**config.mk**
```make
export PLATFORM = sky130hd
export DESIGN_NAME = prio_abort_ctrl
export DESIGN_NICKNAME = d
export VERILOG_FILES = /design/src/rtl/pqa_pkg.sv /design/src/rtl/pqa_prio_arb.sv /design/src/rtl/pqa_cmd_fifo2.sv /design/src/rtl/pqa_side_store.sv /design/src/rtl/prio_abort_ctrl.sv
export SDC_FILE = /design/constraint.sdc
export NUM_CORES = 1
export LEC_CHECK = 0
export ABC_AREA = 1
export BUFFER_PORTS_ARGS = -buffer_cell sky130_fd_sc_hd__buf_2
export CORE_UTILIZATION = 56
export CTS_CLUSTER_SIZE = 20
export DETAILED_ROUTE_END_ITERATION = 8
export PLACE_DENSITY = 0.81
export SLEW_MARGIN = 20
export SYNTH_ARGS = -nofsm -noshare
export SYNTH_HDL_FRONTEND = slang
export SYNTH_SLANG_ARGS = --single-unit
export TNS_END_PERCENT = 1
```
**constraint.sdc**
```tcl
create_clock -name clk -period 3.4 [get_ports clk]
set_input_delay 0.17 -clock clk [delete_from_list [all_inputs] [get_ports clk]]
set_output_delay 0.17 -clock clk [all_outputs]
set_load 0.005 [all_outputs]
```
**src/rtl/pqa_pkg.sv**
```systemverilog
`timescale 1ns/1ps
package pqa_pkg;
  localparam int BUF_DEPTH = 2;

  typedef enum logic [2:0] {
    ST_NORMAL,
    ST_SAVE,
    ST_ABORT_WAIT,
    ST_URGENT,
    ST_RESTORE
  } pqa_state_e;
endpackage

```
**src/rtl/pqa_prio_arb.sv**
```systemverilog
`timescale 1ns/1ps
module pqa_prio_arb #(
  parameter int N = 4
) (
  input  logic [N-1:0] req,
  output logic [N-1:0] gnt
);
  logic [N-1:0] below;

  assign below[0] = 1'b0;
  for (genvar g = 1; g < N; g++) begin : g_chain
    assign below[g] = below[g-1] | req[g-1];
  end

  assign gnt = req & ~below;
endmodule

```
**src/rtl/pqa_cmd_fifo2.sv**
```systemverilog
`timescale 1ns/1ps
module pqa_cmd_fifo2 #(
  parameter int EW = 9
) (
  input  logic          clk,
  input  logic          rst_n,
  input  logic          clr,
  input  logic          push,
  input  logic [EW-1:0] push_ent,
  input  logic          pop,
  output logic [1:0]    cnt,
  output logic [EW-1:0] head,
  output logic [EW-1:0] tail
);
  logic [EW-1:0] slot0, slot1;

  always_ff @(posedge clk) begin
    if (!rst_n) begin
      cnt   <= 2'd0;
      slot0 <= '0;
      slot1 <= '0;
    end else if (clr) begin
      cnt <= 2'd0;
    end else begin
      unique case ({push, pop})
        2'b01: begin
          slot0 <= slot1;
          cnt   <= cnt - 2'd1;
        end
        2'b10: begin
          if (cnt == 2'd0) slot0 <= push_ent;
          else             slot1 <= push_ent;
          cnt <= cnt + 2'd1;
        end
        2'b11: begin
          if (cnt == 2'd1) begin
            slot0 <= push_ent;
          end else begin
            slot0 <= slot1;
            slot1 <= push_ent;
          end
        end
        default: ;
      endcase
    end
  end

  assign head = slot0;
  assign tail = slot1;
endmodule

```
**src/rtl/pqa_side_store.sv**
```systemverilog
`timescale 1ns/1ps
module pqa_side_store #(
  parameter int EW = 9
) (
  input  logic          clk,
  input  logic          rst_n,
  input  logic          load,
  input  logic [1:0]    ld_cnt,
  input  logic [EW-1:0] ld_first,
  input  logic [EW-1:0] ld_second,
  input  logic          adv,
  output logic [EW-1:0] cur,
  output logic [1:0]    scnt,
  output logic          last
);
  logic [EW-1:0] ent [pqa_pkg::BUF_DEPTH];
  logic          ridx;

  always_ff @(posedge clk) begin
    if (!rst_n) begin
      scnt   <= 2'd0;
      ridx   <= 1'b0;
      ent[0] <= '0;
      ent[1] <= '0;
    end else if (load) begin
      ent[0] <= ld_first;
      ent[1] <= ld_second;
      scnt   <= ld_cnt;
      ridx   <= 1'b0;
    end else if (adv) begin
      ridx <= ridx + 1'b1;
    end
  end

  assign cur  = ent[ridx];
  assign last = ({1'b0, ridx} + 2'd1) == scnt;
endmodule

```
**src/rtl/prio_abort_ctrl.sv**
```systemverilog
`timescale 1ns/1ps
module prio_abort_ctrl #(
  parameter int NQ    = 4,
  parameter int CMD_W = 8
) (
  input  logic                clk,
  input  logic                rst_n,
  input  logic                abort_en,
  input  logic [NQ-1:0]       q_valid,
  output logic [NQ-1:0]       q_ready,
  input  logic [NQ*CMD_W-1:0] q_cmd,
  output logic                buf_valid,
  input  logic                buf_ready,
  output logic [CMD_W-1:0]    buf_cmd,
  output logic                abort_req,
  input  logic                abort_done
);
  import pqa_pkg::*;

  localparam int EW = CMD_W + 1;

  pqa_state_e    state, nxt;
  logic [CMD_W-1:0] cmd_arr [NQ];
  logic [NQ-1:0] gnt;
  logic [CMD_W-1:0] sel_cmd;
  logic [1:0]    fcnt, scnt;
  logic [EW-1:0] head, tail, push_ent, cur;
  logic          push, pop, clr, load, adv, last;
  logic          room, low_pending, preempt;

  for (genvar g = 0; g < NQ; g++) begin : g_unpack
    assign cmd_arr[g] = q_cmd[g*CMD_W +: CMD_W];
  end

  pqa_prio_arb #(.N(NQ)) u_arb (
    .req (q_valid),
    .gnt (gnt)
  );

  always_comb begin
    sel_cmd = '0;
    for (int i = 0; i < NQ; i++) begin
      if (gnt[i]) sel_cmd = cmd_arr[i];
    end
  end

  pqa_cmd_fifo2 #(.EW(EW)) u_fifo (
    .clk      (clk),
    .rst_n    (rst_n),
    .clr      (clr),
    .push     (push),
    .push_ent (push_ent),
    .pop      (pop),
    .cnt      (fcnt),
    .head     (head),
    .tail     (tail)
  );

  pqa_side_store #(.EW(EW)) u_side (
    .clk       (clk),
    .rst_n     (rst_n),
    .load      (load),
    .ld_cnt    (fcnt),
    .ld_first  (head),
    .ld_second (tail),
    .adv       (adv),
    .cur       (cur),
    .scnt      (scnt),
    .last      (last)
  );

  // entry MSB marks a command taken from the urgent queue
  assign room        = fcnt < 2'(BUF_DEPTH);
  assign low_pending = ((fcnt != 2'd0) && !head[EW-1]) ||
                       ((fcnt == 2'd2) && !tail[EW-1]);
  assign preempt     = (state == ST_NORMAL) && abort_en && q_valid[0] && low_pending;

  always_comb begin
    nxt      = state;
    q_ready  = '0;
    push     = 1'b0;
    push_ent = '0;
    clr      = 1'b0;
    load     = 1'b0;
    adv      = 1'b0;
    unique case (state)
      ST_NORMAL: begin
        if (preempt) begin
          nxt = ST_SAVE;
        end else if (room) begin
          q_ready  = gnt;
          push     = |q_valid;
          push_ent = {gnt[0], sel_cmd};
        end
      end
      ST_SAVE: begin
        load = 1'b1;
        clr  = 1'b1;
        nxt  = ST_ABORT_WAIT;
      end
      ST_ABORT_WAIT: begin
        if (abort_done) nxt = ST_URGENT;
      end
      ST_URGENT: begin
        if (q_valid[0]) begin
          if (room) begin
            q_ready[0] = 1'b1;
            push       = 1'b1;
            push_ent   = {1'b1, cmd_arr[0]};
          end
        end else begin
          nxt = (scnt != 2'd0) ? ST_RESTORE : ST_NORMAL;
        end
      end
      ST_RESTORE: begin
        if (room) begin
          push     = 1'b1;
          push_ent = cur;
          adv      = 1'b1;
          if (last) nxt = ST_NORMAL;
        end
      end
      default: nxt = ST_NORMAL;
    endcase
  end

  always_ff @(posedge clk) begin
    if (!rst_n) state <= ST_NORMAL;
    else        state <= nxt;
  end

  assign buf_valid = (fcnt != 2'd0) && (state != ST_SAVE) && (state != ST_ABORT_WAIT);
  assign pop       = buf_valid && buf_ready;
  assign buf_cmd   = head[CMD_W-1:0];
  assign abort_req = (state == ST_ABORT_WAIT);
endmodule

```
# Word-level counts from Yosys, hierarchy flattened
# Memories as Yosys holds them, arrays and structs flattened. A register that Yosys moved wholly into a read port is not among the register bits.
# Cells that the tools add are included.
[totals] regBits=26 mem_bits_rw=18 in_bits=41 memories=1
[op_classes] add_sub_neg=4 magnitude_cmp=1 eq_ne=20 n_mux=43 bitwise=8 reduce_logical=23
[memory_table] memory="u_side.ent" words=2 width=9 rd=1 rd_clocked_by_memory_dff=1 write_ports=2 line="pqa_side_store.sv:16" text="logic [EW-1:0] ent [pqa_pkg::BUF_DEPTH];"
[ops] op="two-way mux 9 bit" n=11
[ops] op="case mux 9 bit (3 select lines)" n=2
[ops] op="two-way mux 8 bit" n=4
[ops] op="two-way mux 3 bit" n=7
[ops] op="case mux 9 bit (2 select lines)" n=1
[ops] op="case mux 3 bit (5 select lines)" n=1
[ops] op="two-way mux 1 bit" n=12
[ops] op="!= test 2 bit, second input constant" n=6
[ops] op="logical AND 1 bit" n=8
[ops] op="two-way mux 4 bit" n=2
[ops] op="nonzero test 2 bit" n=4
[ops] op="== test 2 bit, second input constant" n=3
[ops] op="== test 3 x 2 -> 1 bit, second input constant" n=2
[ops] op="AND reduction 5 bit" n=1
[ops] op="bitwise AND 4 bit" n=1
[ops] op="== test 2 x 1 -> 1 bit, second input constant" n=2
[ops] op="!= test 2 x 1 -> 1 bit, second input constant" n=2
[ops] op="NOT 4 bit" n=1
[ops] op="bitwise OR 1 bit" n=4
[ops] op="case mux 2 bit (2 select lines)" n=1
[ops] op="AND reduction 4 bit" n=1
[ops] op="OR reduction 4 bit" n=1
[ops] op="== test 3 x 1 -> 1 bit, second input constant" n=1
[ops] op="== test 3 bit, second input constant" n=1
[ops] op="18 further kinds" n=20

# Depth between registers and ports, before layout
# Gate-level depths: netlist of the first run.
[logic_depth] word_depth=13 mapped_depth=20 ltp_nobuf=19

# By module
# A second synthesis of the first run with hierarchy kept.
[hier_totals] hier_cells=451 area_unflattened_um2=2975.4
[modules_own_cells] module="pqa_cmd_fifo2" n_inst=1 cells_each=189 area_per_inst_um2=1186.1 seq_area_each_um2=400.4
[modules_own_cells] module="pqa_side_store" n_inst=1 cells_each=110 area_per_inst_um2=989.7 seq_area_each_um2=620.6
[modules_own_cells] module="prio_abort_ctrl" n_inst=1 cells_each=143 area_per_inst_um2=762.0 seq_area_each_um2=60.1
[modules_own_cells] module="pqa_prio_arb" n_inst=1 cells_each=9 area_per_inst_um2=37.5 seq_area_each_um2=0.0

# Worst setup path after synthesis of the first run
# No wires, ideal clock.
[synth_path] path_kind="reg-to-reg" start="reg u_fifo.cnt[1]" end="reg u_fifo.slot0[8] (netlist: u_fifo.head[8])" arrival_time_ns=2.455 required_ns=3.291 setup_slack_ns=0.835 stages_incl_launch_ff=21 synth_period_minus_slack_ns=2.565 path_cell_list="dfxtp_1 inv_1 ha_1 inv_1 nand2_1 nand2_1 nand2_1 nand2_1 nor2_2 buf_4 o21ai_0 nand3_1 ha_1 inv_2 nor2_2 nor3_4 inv_2 nor2_1 nand3_1 nand2_1 inv_1"
[synth_via] elab_chain_cells=9 elab_cells_between_ends=32 cone_classes="order compare (1); eq/ne (6); mux (14); reduce/logical (11)"
[synth_rtl] element="start: declaration" line="pqa_cmd_fifo2.sv:11" text="output logic [1:0] cnt,"
[synth_rtl] element="start signal: assignment" line="pqa_cmd_fifo2.sv:28" text="cnt <= cnt - 2'd1;"
[synth_rtl] element="start signal: assignment" line="pqa_cmd_fifo2.sv:33" text="cnt <= cnt + 2'd1;"
[synth_rtl] element="== test 2 bit / nonzero test 2 bit (equally long branches)" line="prio_abort_ctrl.sv:75, prio_abort_ctrl.sv:74, prio_abort_ctrl.sv:132"
[synth_rtl] element="logical AND 1 bit, on equally long branches" line="prio_abort_ctrl.sv:75, prio_abort_ctrl.sv:74"
[synth_rtl] element="logical OR 1 bit" line="prio_abort_ctrl.sv:74" text="assign low_pending = ((fcnt != 2'd0) && !head[EW-1]) ||"
[synth_rtl] element="logical AND 1 bit" line="prio_abort_ctrl.sv:76" text="assign preempt = (state == ST_NORMAL) && abort_en && q_valid[0] && low_pending;"
[synth_rtl] element="two-way mux 1 bit" line="prio_abort_ctrl.sv:88" text="if (preempt) begin"
[synth_rtl] element="case mux 1 bit (3 select lines)" line="prio_abort_ctrl.sv:86" text="unique case (state)"
[synth_rtl] element="== test 2 bit / == test 2 x 1 -> 1 bit (equally long branches)" line="pqa_cmd_fifo2.sv:25" text="unique case ({push, pop})"
[synth_rtl] element="!= test 2 x 1 -> 1 bit (no source line) / nonzero test 3 bit (equally long branches)"
[synth_rtl] element="AND reduction 3 bit (no source line)"
[synth_rtl] element="end signal: assignment" line="pqa_cmd_fifo2.sv:27" text="slot0 <= slot1;"
[synth_rtl] element="end signal: assignment" line="pqa_cmd_fifo2.sv:31" text="if (cnt == 2'd0) slot0 <= push_ent;"
[synth_rtl] element="end signal: assignment" line="pqa_cmd_fifo2.sv:37" text="slot0 <= push_ent;"
[synth_rtl] element="end: declaration" line="pqa_cmd_fifo2.sv:15" text="logic [EW-1:0] slot0, slot1;"
# Several ways; a longest one is shown, not always the timed one. The select of a mux whose other input is x is not followed.
# A chain may end at the register's enable or synchronous reset.

# Final worst setup path of the first run
# Ends and elaborated chain as after synthesis.

==> flow_summary.json, run 1 <==
{
  "slew_viol_final": 0,
  "netlist_area_um2": 2885,
  "setup_violations": 0,
  "avgSynthCellArea_um2": 7.268,
  "grt_pass1_wl_mm": 11.55,
  "period_needed_ns": 2.960,
  "die_y_um": 73.78,
  "dpl_cell_area_um2": 3114,
  "min_to": "state[1]",
  "nets": 486,
  "max-slew-margin-rel_pct": 32.71,
  "start_kind": "register",
  "ctsResizeCount": 0,
  "grtUsageTotal_pct": 28.45,
  "hold_path_class": "in2reg",
  "die_width_um": 73.78,
  "overflow": 0,
  "antenna_found_initial": 0,
  "io_buffers": 54,
  "synth_top_family_by_area": "simple AND/OR/NAND/NOR gates",
  "start_util_pct": 59.51,
  "setup_tns_ns": 0,
  "pwr_density_cell_nw_per_um2": 705.0,
  "wire_per_inst_um": 14.49,
  "area_growth_pct": 11.93,
  "drt_iter0_drc": 324,
  "cts_setup_buffers": 0,
  "synth-adder-area-share_pct": 3.036,
  "ctsHoldBuffers": 0,
  "first_global_vias": 2423,
  "synthDistinctLibCells": 33,
  "maxCapViolations": 0,
  "r2r_setup_slack_ns": 0.44,
  "synth_xor_area_share_pct": 0.3036,
  "drive_above_1_share_pct": 21.87,
  "cp.arrival_ns": 3.17,
  "clk_latency_ns": 0.30,
  "drc": 0,
  "rr_worst_depth": 19,
  "status": "finished, final reports clean",
  "p_total_mw": 2.277,
  "routed_wl_mm": 7.333,
  "cts_tree": "yes",
  "path_class": "reg2reg",
  "gp_congestion": 0.8840,
  "min_period_over_period_pct": 87.06,
  "grt_max_degree": 25,
  "r2r_end": "u_fifo.head[8]",
  "r2r-start": "u_fifo.cnt[1]",
  "n_antenna_cell": 0,
  "end_kind": "register",
  "min_from": "abort_done",
  "seq_area_frac_synth_pct": 37.47,
  "dieArea_um2": 5443,
  "synth_simple_gate_area_share_pct": 26.89,
  "synth_seq_cells": 45,
  "io_pins": 55,
  "rsz0062_at_grt": "false",
  "htreeDepth": 2,
  "syn_nets": 445,
  "peakVddDrop_mv": 0.3588,
  "ant_nets": 0,
  "worstMarginPinSlew_ns": 1.007,
  "detailed_place_hpwl_mm": 5.433,
  "cts.clk_slew.worst_paths_ns": 0.09,
  "clock_skew_ns": 0.004556,
  "fillers": 414,
  "required_ns": 3.61,
  "power.leakage_nw": 1.501,
  "first_pass_iters": 5,
  "cts_made_buffers": 5,
  "coreArea_um2": 4848,
  "max_freq_ghz": 0.3378,
  "synth_cells": 397,
  "clockBufferDepth": 2,
  "muxShareOfSynthArea_pct": 0,
  "num_vias": 2725,
  "rows": 25,
  "finalHoldViolCount": 0,
  "cts.sinks": 45,
  "worstPathMaxFanout": 10,
  "ys_warn_count": 0,
  "root_buffer": "clkbuf_8",
  "vias_per_cell": 5.385,
  "synth_compound_area_share_pct": 19.90,
  "postLayoutCellArea_um2": 3229,
  "hold_depth": 3
}
per-layer routing:
layer / track usage, % / wire [um] / vias up
met2: 44.65 / 3195 / 157
met3: 5.898 / 748 / 15
met5: 0 / 0 / -
met4: 8.761 / 115 / 0
li1: - / - / 1386
met1: 39.38 / 3273 / 1167
layout by cell type (no fill, tap or decap), types with 2 or more instances in the layout:
cell and n:
nand2_1 82, buf_2 54, inv_1 53, a21oi_1 38
nor2_1 33, o21ai_0 33, nand3_1 31, dfxtp_1 27
edfxtp_1 18, a21oi_2 8, o211ai_2 7, o21ai_1 7
ha_1 7, inv_2 5, nand4_1 5, clkbuf_8 5
nor3_2 3, nor2_2 2, nand4_2 2, clkinv_1 2
or2_2 2, o22ai_1 2
sequential cells by signal, indices dropped and copies added (netlist names), named ones only:
| name | cells |
|---|---|
| u_side.scnt | 2 |
| u_fifo.head | 9 |
| u_fifo.cnt | 2 |
| state | 3 |
| u_side.ent | 18 |
| u_side.ridx | 1 |
| u_fifo.tail | 9 |
per-stage QoR:
step	utilization (%)	cells	setup WS (ns)	hold WS, ns
6_report	66.61	506	0.4399	0.1771
5_1_grt	66.61	506	0.1695	0.1883
4_1_cts	66.61	506	0.4682	0.1732
3_3_place_gp	64.23	498	0.7382	0.4792
3_5_place_dp	64.23	498	0.4809	0.4845
2_1_floorplan	-	397	0.8354	0.3753
final cells by class:
| type | instances | area (um^2) | share of cell area (%) |
|---|---|---|---|
| Multi-Input combinational cell | 271 | 1446 | 44.79 |
| Timing Repair Buffer | 55 | 277.8 | 8.601 |
| Inverter | 60 | 225.2 | 6.974 |
| Sequential cell | 45 | 1081 | 33.48 |
| Clock buffer | 5 | 68.82 | 2.131 |
| Clock inverter | 3 | 46.29 | 1.434 |
| Tap cell | 67 | 83.83 | 2.596 |
how the worst max path moves through the flow:
stage | from | endpoint | slack, ns | cells after the start
after global placement | u_fifo.cnt[1] | u_fifo.head[8] | 0.74 | 19
after floorplan | u_fifo.cnt[1] | u_fifo.head[8] | 0.84 | 20
after CTS | u_fifo.cnt[1] | u_fifo.head[8] | 0.47 | 19
after global routing | u_fifo.cnt[1] | u_fifo.head[8] | 0.17 | 19
after detailed placement | u_fifo.cnt[1] | u_fifo.head[8] | 0.48 | 19
final | u_fifo.cnt[1] | u_fifo.head[8] | 0.44 | 19
synthesized netlist by cell type:
cell type,count,share of area [%]
a211oi_1,1,0.26
a21oi_1,38,6.6
a21oi_2,8,2.4
a31oi_1,1,0.22
buf_2,4,0.69
buf_4,9,2.3
buf_6,2,0.78
clkbuf_1,6,0.78
clkinv_1,2,0.26
dfxtp_1,27,19
edfxtp_1,18,19
ha_1,7,3.0
inv_1,53,6.9
inv_2,5,0.65
nand2_1,82,11
nand3_1,31,5.4
nand3_4,1,0.61
nand3b_4,1,0.69
nand4_1,5,1.1
nand4_2,2,0.87
nor2_1,33,4.3
nor2_2,2,0.43
nor2_4,1,0.39
nor3_2,3,1.0
nor3_4,1,0.56
nor4_1,1,0.22
o211ai_2,7,3.0
o21ai_0,33,5.7
o21ai_1,7,1.2
o22ai_1,2,0.43
or2_0,1,0.22
or2_2,2,0.43
xor2_1,1,0.30
report_power, final:
part	switching (mW)	leakage (nW)	internal (mW)
Clock	0.196	0.0543	0.220
Combinational	0.728	1.04	0.370
Sequential	0.0810	0.410	0.681
kinds of logic after synthesis:
group / after synthesis
flops: 45
compound gates: 97
simple gates: 166
buf+inv: 81
xor+xnor: 1
fa+ha+maj: 7
critical path, cell delays in order, from the launching register on:
cell	delay, ns
dfxtp_1	0.45
inv_1	0.15
ha_1	0.25
inv_1	0.06
nand2_1	0.05
nand2_1	0.07
nand2_1	0.05
nand2_1	0.09
nor2_2	0.05
o21ai_0	0.09
nand3_1	0.20
ha_1	0.31
inv_2	0.15
nor2_2	0.07
nor3_4	0.36
inv_2	0.15
nor2_1	0.13
nand3_1	0.08
nand2_1	0.06
inv_1	0.04
No activity file was read; power rests on OpenSTA's default activity.
==> run 2, diff against run 1 <==
CORE_MARGIN = 2   (was not set)
CORE_UTILIZATION = 60   (was 56)
PLACE_DENSITY = 0.85   (was 0.81)
clock period = 3.7 ns   (was 3.4 ns; I/O delays follow)
==> flow_summary.json, run 2 (synthesized netlist as in run 1, its figures left out) <==
{
  "io_pins": 55,
  "rows": 25,
  "clockBufferDepth": 2,
  "r2r_setup_slack_ns": 0.60,
  "antenna_found_initial": 0,
  "start_kind": "register",
  "required_ns": 3.89,
  "setup_violations": 0,
  "gp_congestion": 0.9445,
  "clock_skew_ns": 0.008544,
  "nets": 486,
  "max_flop_register": "u_side.ent",
  "wire_per_inst_um": 14.39,
  "peakVddDrop_mv": 0.3228,
  "cts_made_buffers": 5,
  "min_from": "abort_done",
  "hold_ws_ns": 0.1894,
  "pwr-share-clk_pct": 17.7,
  "cp-startpoint": "u_fifo.cnt[1]",
  "cts.sinks": 45,
  "die_y_um": 73.35,
  "period_needed_ns": 3.100,
  "p_sw_share_pct": 43.24,
  "drt_iter0_drc": 228,
  "cts.clk_slew.worst_paths_ns": 0.08,
  "pwr_density_cell_nw_per_um2": 640.7,
  "max_freq_ghz": 0.3226,
  "cts_tree": "yes",
  "root_buffer": "clkbuf_8",
  "p_seq_share_pct": 33.9,
  "max-slew-margin-rel_pct": 31.71,
  "grt_max_degree": 25,
  "p_sw_mw": 0.8876,
  "htreeDepth": 2,
  "drc": 0,
  "dieArea_um2": 5379,
  "r2r-start": "u_fifo.cnt[1]",
  "ant_nets": 0,
  "detailed_place_hpwl_mm": 5.265,
  "grtUsageTotal_pct": 27.07,
  "routed_wl_mm": 7.093,
  "clk_latency_ns": 0.30,
  "drive_above_1_share_pct": 21.41,
  "ctsHoldBuffers": 0,
  "ctsResizeCount": 0,
  "overflow": 0,
  "finalHoldViolCount": 0,
  "dp.cells": 485,
  "rsz0062_at_grt": "false",
  "comb_power_share_pct": 48.4,
  "end_kind": "register",
  "status": "finished, final reports clean",
  "min_period_over_period_pct": 83.78,
  "intPower_mw": 1.165,
  "die_width_um": 73.35,
  "largest_register_ffs": 18,
  "worstPathMaxFanout": 11,
  "start_util_pct": 61.49,
  "first_global_vias": 2395,
  "hold_path_class": "in2reg",
  "area_growth_pct": 11.06,
  "maxCapViolations": 0,
  "final_common_cell": "nand2_1",
  "cp.arrival_ns": 3.29,
  "instances_no_fill": 493,
  "slew_viol_final": 0,
  "mostFrequentLayoutCells": "nand2_1 (82), buf_2 (54), inv_1 (53)",
  "first_pass_iters": 9,
  "path_class": "reg2reg",
  "vias_per_cell": 5.617,
  "grt_pass1_wl_mm": 11.27,
  "setup_tns_ns": 0,
  "coreArea_um2": 4692,
  "power.leakage_nw": 1.500,
  "worstMarginPinSlew_ns": 1.022,
  "io_buffers": 54,
  "n_antenna_cell": 0,
  "num_vias": 2769,
  "cts_setup_buffers": 0
}
==> run 2: layer usage <==
metal / part of all wire (%) / routed length [um] / track usage, % / vias up
met5: 0 / 0 / 0 / -
met1: 44 / 3111 / 36.70 / 1213
met2: 44 / 3091 / 42.54 / 153
li1: - / - / - / 1387
met3: 10 / 732 / 6.996 / 16
met4: 2.2 / 158 / 8.485 / 0
==> run 2: layout make-up <==
type	instances	area [um^2]
fill	385	1488
multi-input combinational	271	1446
sequential	45	1081
timing repair buffer	55	277.8
inverter	60	225.2
clock buffer	6	72.57
tap	54	67.56
clock inverter	2	33.78
==> run 2: critical path, cell delays in order (launching register included) <==
cell and delay (ns):
dfxtp_1 0.45, inv_1 0.14, ha_1 0.25, inv_1 0.06
nand2_1 0.05, nand2_1 0.06, nand2_1 0.04, nand2_1 0.08
nor2_2 0.04, buf_4 0.18, o21ai_0 0.09, nand3_1 0.19
ha_1 0.32, inv_2 0.16, nor2_2 0.07, nor3_4 0.35
inv_2 0.15, a21oi_1 0.22, a21oi_2 0.08
==> run 2: path summary, 6_finish.rpt <==
path                            cells past startpoint        endpoint
worst min register to register                      2   u_fifo.cnt[0]
worst min-delay path                                3        state[1]
worst max register to register                     18  u_fifo.head[3]
worst max-delay path                               18  u_fifo.head[3]
==> run 2: power by group through the flow <==
stage                     Sequential [mW]  Clock [mW]  Combinational, mW
final                               0.697       0.363              0.993
after global routing                0.708       0.387               1.12
after CTS                           0.695       0.364              0.983
after detailed placement            0.706           0              0.973
after global placement              0.703           0              0.936
after floorplan                     0.681           0              0.794
==> run 2: per-stage QoR <==
step	worst slack, ns	area [um^2]	util [%]	total power [mW]
finish	0.6001	3204	68.29	2.053
global route	0.2974	3204	68.29	2.213
CTS	0.6405	3204	68.29	2.043
detailed placement	0.6606	3098	66.03	1.679
global placement	0.8347	3098	66.03	1.639
floorplan	1.135	2885	-	1.475
==> run 3, diff against run 2 <==
CORE_UTILIZATION = 50   (was 60)
PLACE_DENSITY = 0.76   (was 0.85)
clock period = 2.5 ns   (was 3.7 ns; I/O delays follow)
==> flow_summary.json, run 3 (synthesized netlist as in run 1, its figures left out) <==
{
  "status": "finished, final reports clean",
  "hold_path_class": "in2reg",
  "num_vias": 2776,
  "cp.depth": 18,
  "path_buf_inv": 4,
  "max-slew-margin-rel_pct": 50.89,
  "r2r_end": "u_fifo.tail[0]",
  "r2r-start": "u_fifo.cnt[1]",
  "grt_max_degree": 21,
  "dieArea_um2": 6394,
  "io_buffers": 54,
  "overflow": 0,
  "path_cells": "inv_1 > ha_4 > inv_1 > nand2_1 > nand2_1 > nand2_1 > nand2_1 > nor2_2 > o21ai_0 > nand3_2 > ha_4 > inv_4 > nor2_4 > a21oi_2 > nand3b_4 > a21oi_1 > o21ai_1 > inv_1",
  "detailed_place_hpwl_mm": 5.446,
  "htreeDepth": 2,
  "n_antenna_cell": 0,
  "worstMarginPinSlew_ns": 0.7349,
  "start_kind": "register",
  "wire_per_inst_um": 13.89,
  "first_global_vias": 2479,
  "cts_made_buffers": 5,
  "cp_common_cell": "nand2_1",
  "routed_wl_mm": 7.264,
  "worstSetupEndpoint": "u_fifo.tail[0]",
  "period_needed_ns": 2.390,
  "gp_congestion": 0.8475,
  "worstPathMaxFanout": 10,
  "pwr_density_cell_nw_per_um2": 940.0,
  "rr_worst_depth": 18,
  "maxCapViolations": 0,
  "drc": 0,
  "p_total_mw": 3.157,
  "finalHoldViolCount": 0,
  "fillers": 507,
  "max_freq_ghz": 0.4185,
  "rows": 27,
  "final_common_cell": "nand2_1",
  "grt_pass1_wl_mm": 11.52,
  "power.leakage_nw": 1.557,
  "cts.clk_slew.worst_paths_ns": 0.08,
  "clk_latency_ns": 0.30,
  "clockBufferDepth": 2,
  "setup_violations": 0,
  "coreArea_um2": 5540,
  "grtUsageTotal_pct": 22.99,
  "antenna_found_initial": 0,
  "min_from": "abort_done",
  "drt_iter0_drc": 313,
  "cts.sinks": 45,
  "end_kind": "register",
  "die_width_um": 79.97,
  "cp.arrival_ns": 2.58,
  "slowest_delay_ns": 0.39,
  "path_class": "reg2reg",
  "r2r_setup_slack_ns": 0.11,
  "max_flop_register": "u_side.ent",
  "start_util_pct": 52.08,
  "cp-startpoint": "u_fifo.cnt[1]",
  "clock_skew_ns": 0.008634,
  "setup_tns_ns": 0,
  "nets": 498,
  "worst_path_max_delay_cell": "dfxtp_4",
  "peakVddDrop_mv": 0.3686,
  "root_buffer": "clkbuf_8",
  "largest_register_ffs": 18,
  "required_ns": 2.69,
  "critPathTopFamily": "simple AND/OR/NAND/NOR gates",
  "area_growth_pct": 16.39,
  "io_pins": 55,
  "first_pass_iters": 5,
  "ant_nets": 0,
  "vias_per_cell": 5.308,
  "drive_above_1_share_pct": 25.06,
  "die_y_um": 79.97,
  "cts_tree": "yes",
  "min_period_over_period_pct": 95.59,
  "mostFrequentLayoutCells": "nand2_1 (82), buf_2 (54), inv_1 (52)",
  "slew_viol_final": 0,
  "ctsHoldBuffers": 0
}
==> run 3: cell types whose count changed in the layout (fill, tap and decap cells not counted), sizes merged <==
cell | previous run | this run
bufinv | 1 | 0
nand3b | 1 | 2
clkinvlp | 0 | 1
buf | 55 | 66
==> run 3: final cells by class <==
| class | instances | area (um^2) | share of cell area (%) |
|---|---|---|---|
| Inverter | 60 | 227.7 | 6.781 |
| Multi-Input combinational cell | 272 | 1508 | 44.90 |
| Tap cell | 72 | 90.09 | 2.683 |
| Clock inverter | 2 | 11.26 | 0.3353 |
| Sequential cell | 45 | 1085 | 32.30 |
| Clock buffer | 6 | 72.57 | 2.161 |
| Timing Repair Buffer | 66 | 364.1 | 10.84 |
==> run 3: worst min-delay path by stage <==
stage,end,depth (start not counted)
final,state[1],3
after global routing,state[1],3
after CTS,state[1],3
after detailed placement,state[1],3
after global placement,state[1],3
after floorplan,q_ready[2],1
==> run 3: through the flow <==
| step | worst slack, ns | std cells | util, % | cell area (um^2) | hold WS (ns) |
|---|---|---|---|---|---|
| after floorplan | -0.0002292 | 397 | - | 2889 | 0.2853 |
| final | 0.1103 | 523 | 60.61 | 3358 | 0.1337 |
| after CTS | -0.009648 | 523 | 59.82 | 3314 | 0.1243 |
| after global placement | 0.1215 | 514 | 57.88 | 3207 | 0.4378 |
| after detailed placement | -0.02306 | 514 | 57.88 | 3207 | 0.4411 |
| after global routing | -0.01663 | 523 | 60.61 | 3358 | 0.1413 |
==> run 3: where the power goes <==
part / total [mW] / internal (mW) / switching (mW)
sequential: 1.03 / 0.929 / 0.106
clock: 0.438 / 0.194 / 0.244
combinational: 1.68 / 0.643 / 1.04
==> run 3: timing repair <==
item                                    CTS  global route
endpoints found under the setup margin    9            18
cloned                                    1             0
setup buffers                             0             0
pin swaps                                 0             1
resized for setup                         2            11
==> run 3: worst min-delay path: stages <==
cell and delay, ns:
buf_2 0.07, or2_2 0.11, a31oi_1 0.07
==> run 3: routing by layer <==
| metal | wire length [um] | track usage [%] |
|---|---|---|
| met5 | 0 | 0 |
| met4 | 82 | 7.288 |
| met3 | 565 | 3.167 |
| met2 | 3298 | 37.00 |
| met1 | 3318 | 31.87 |
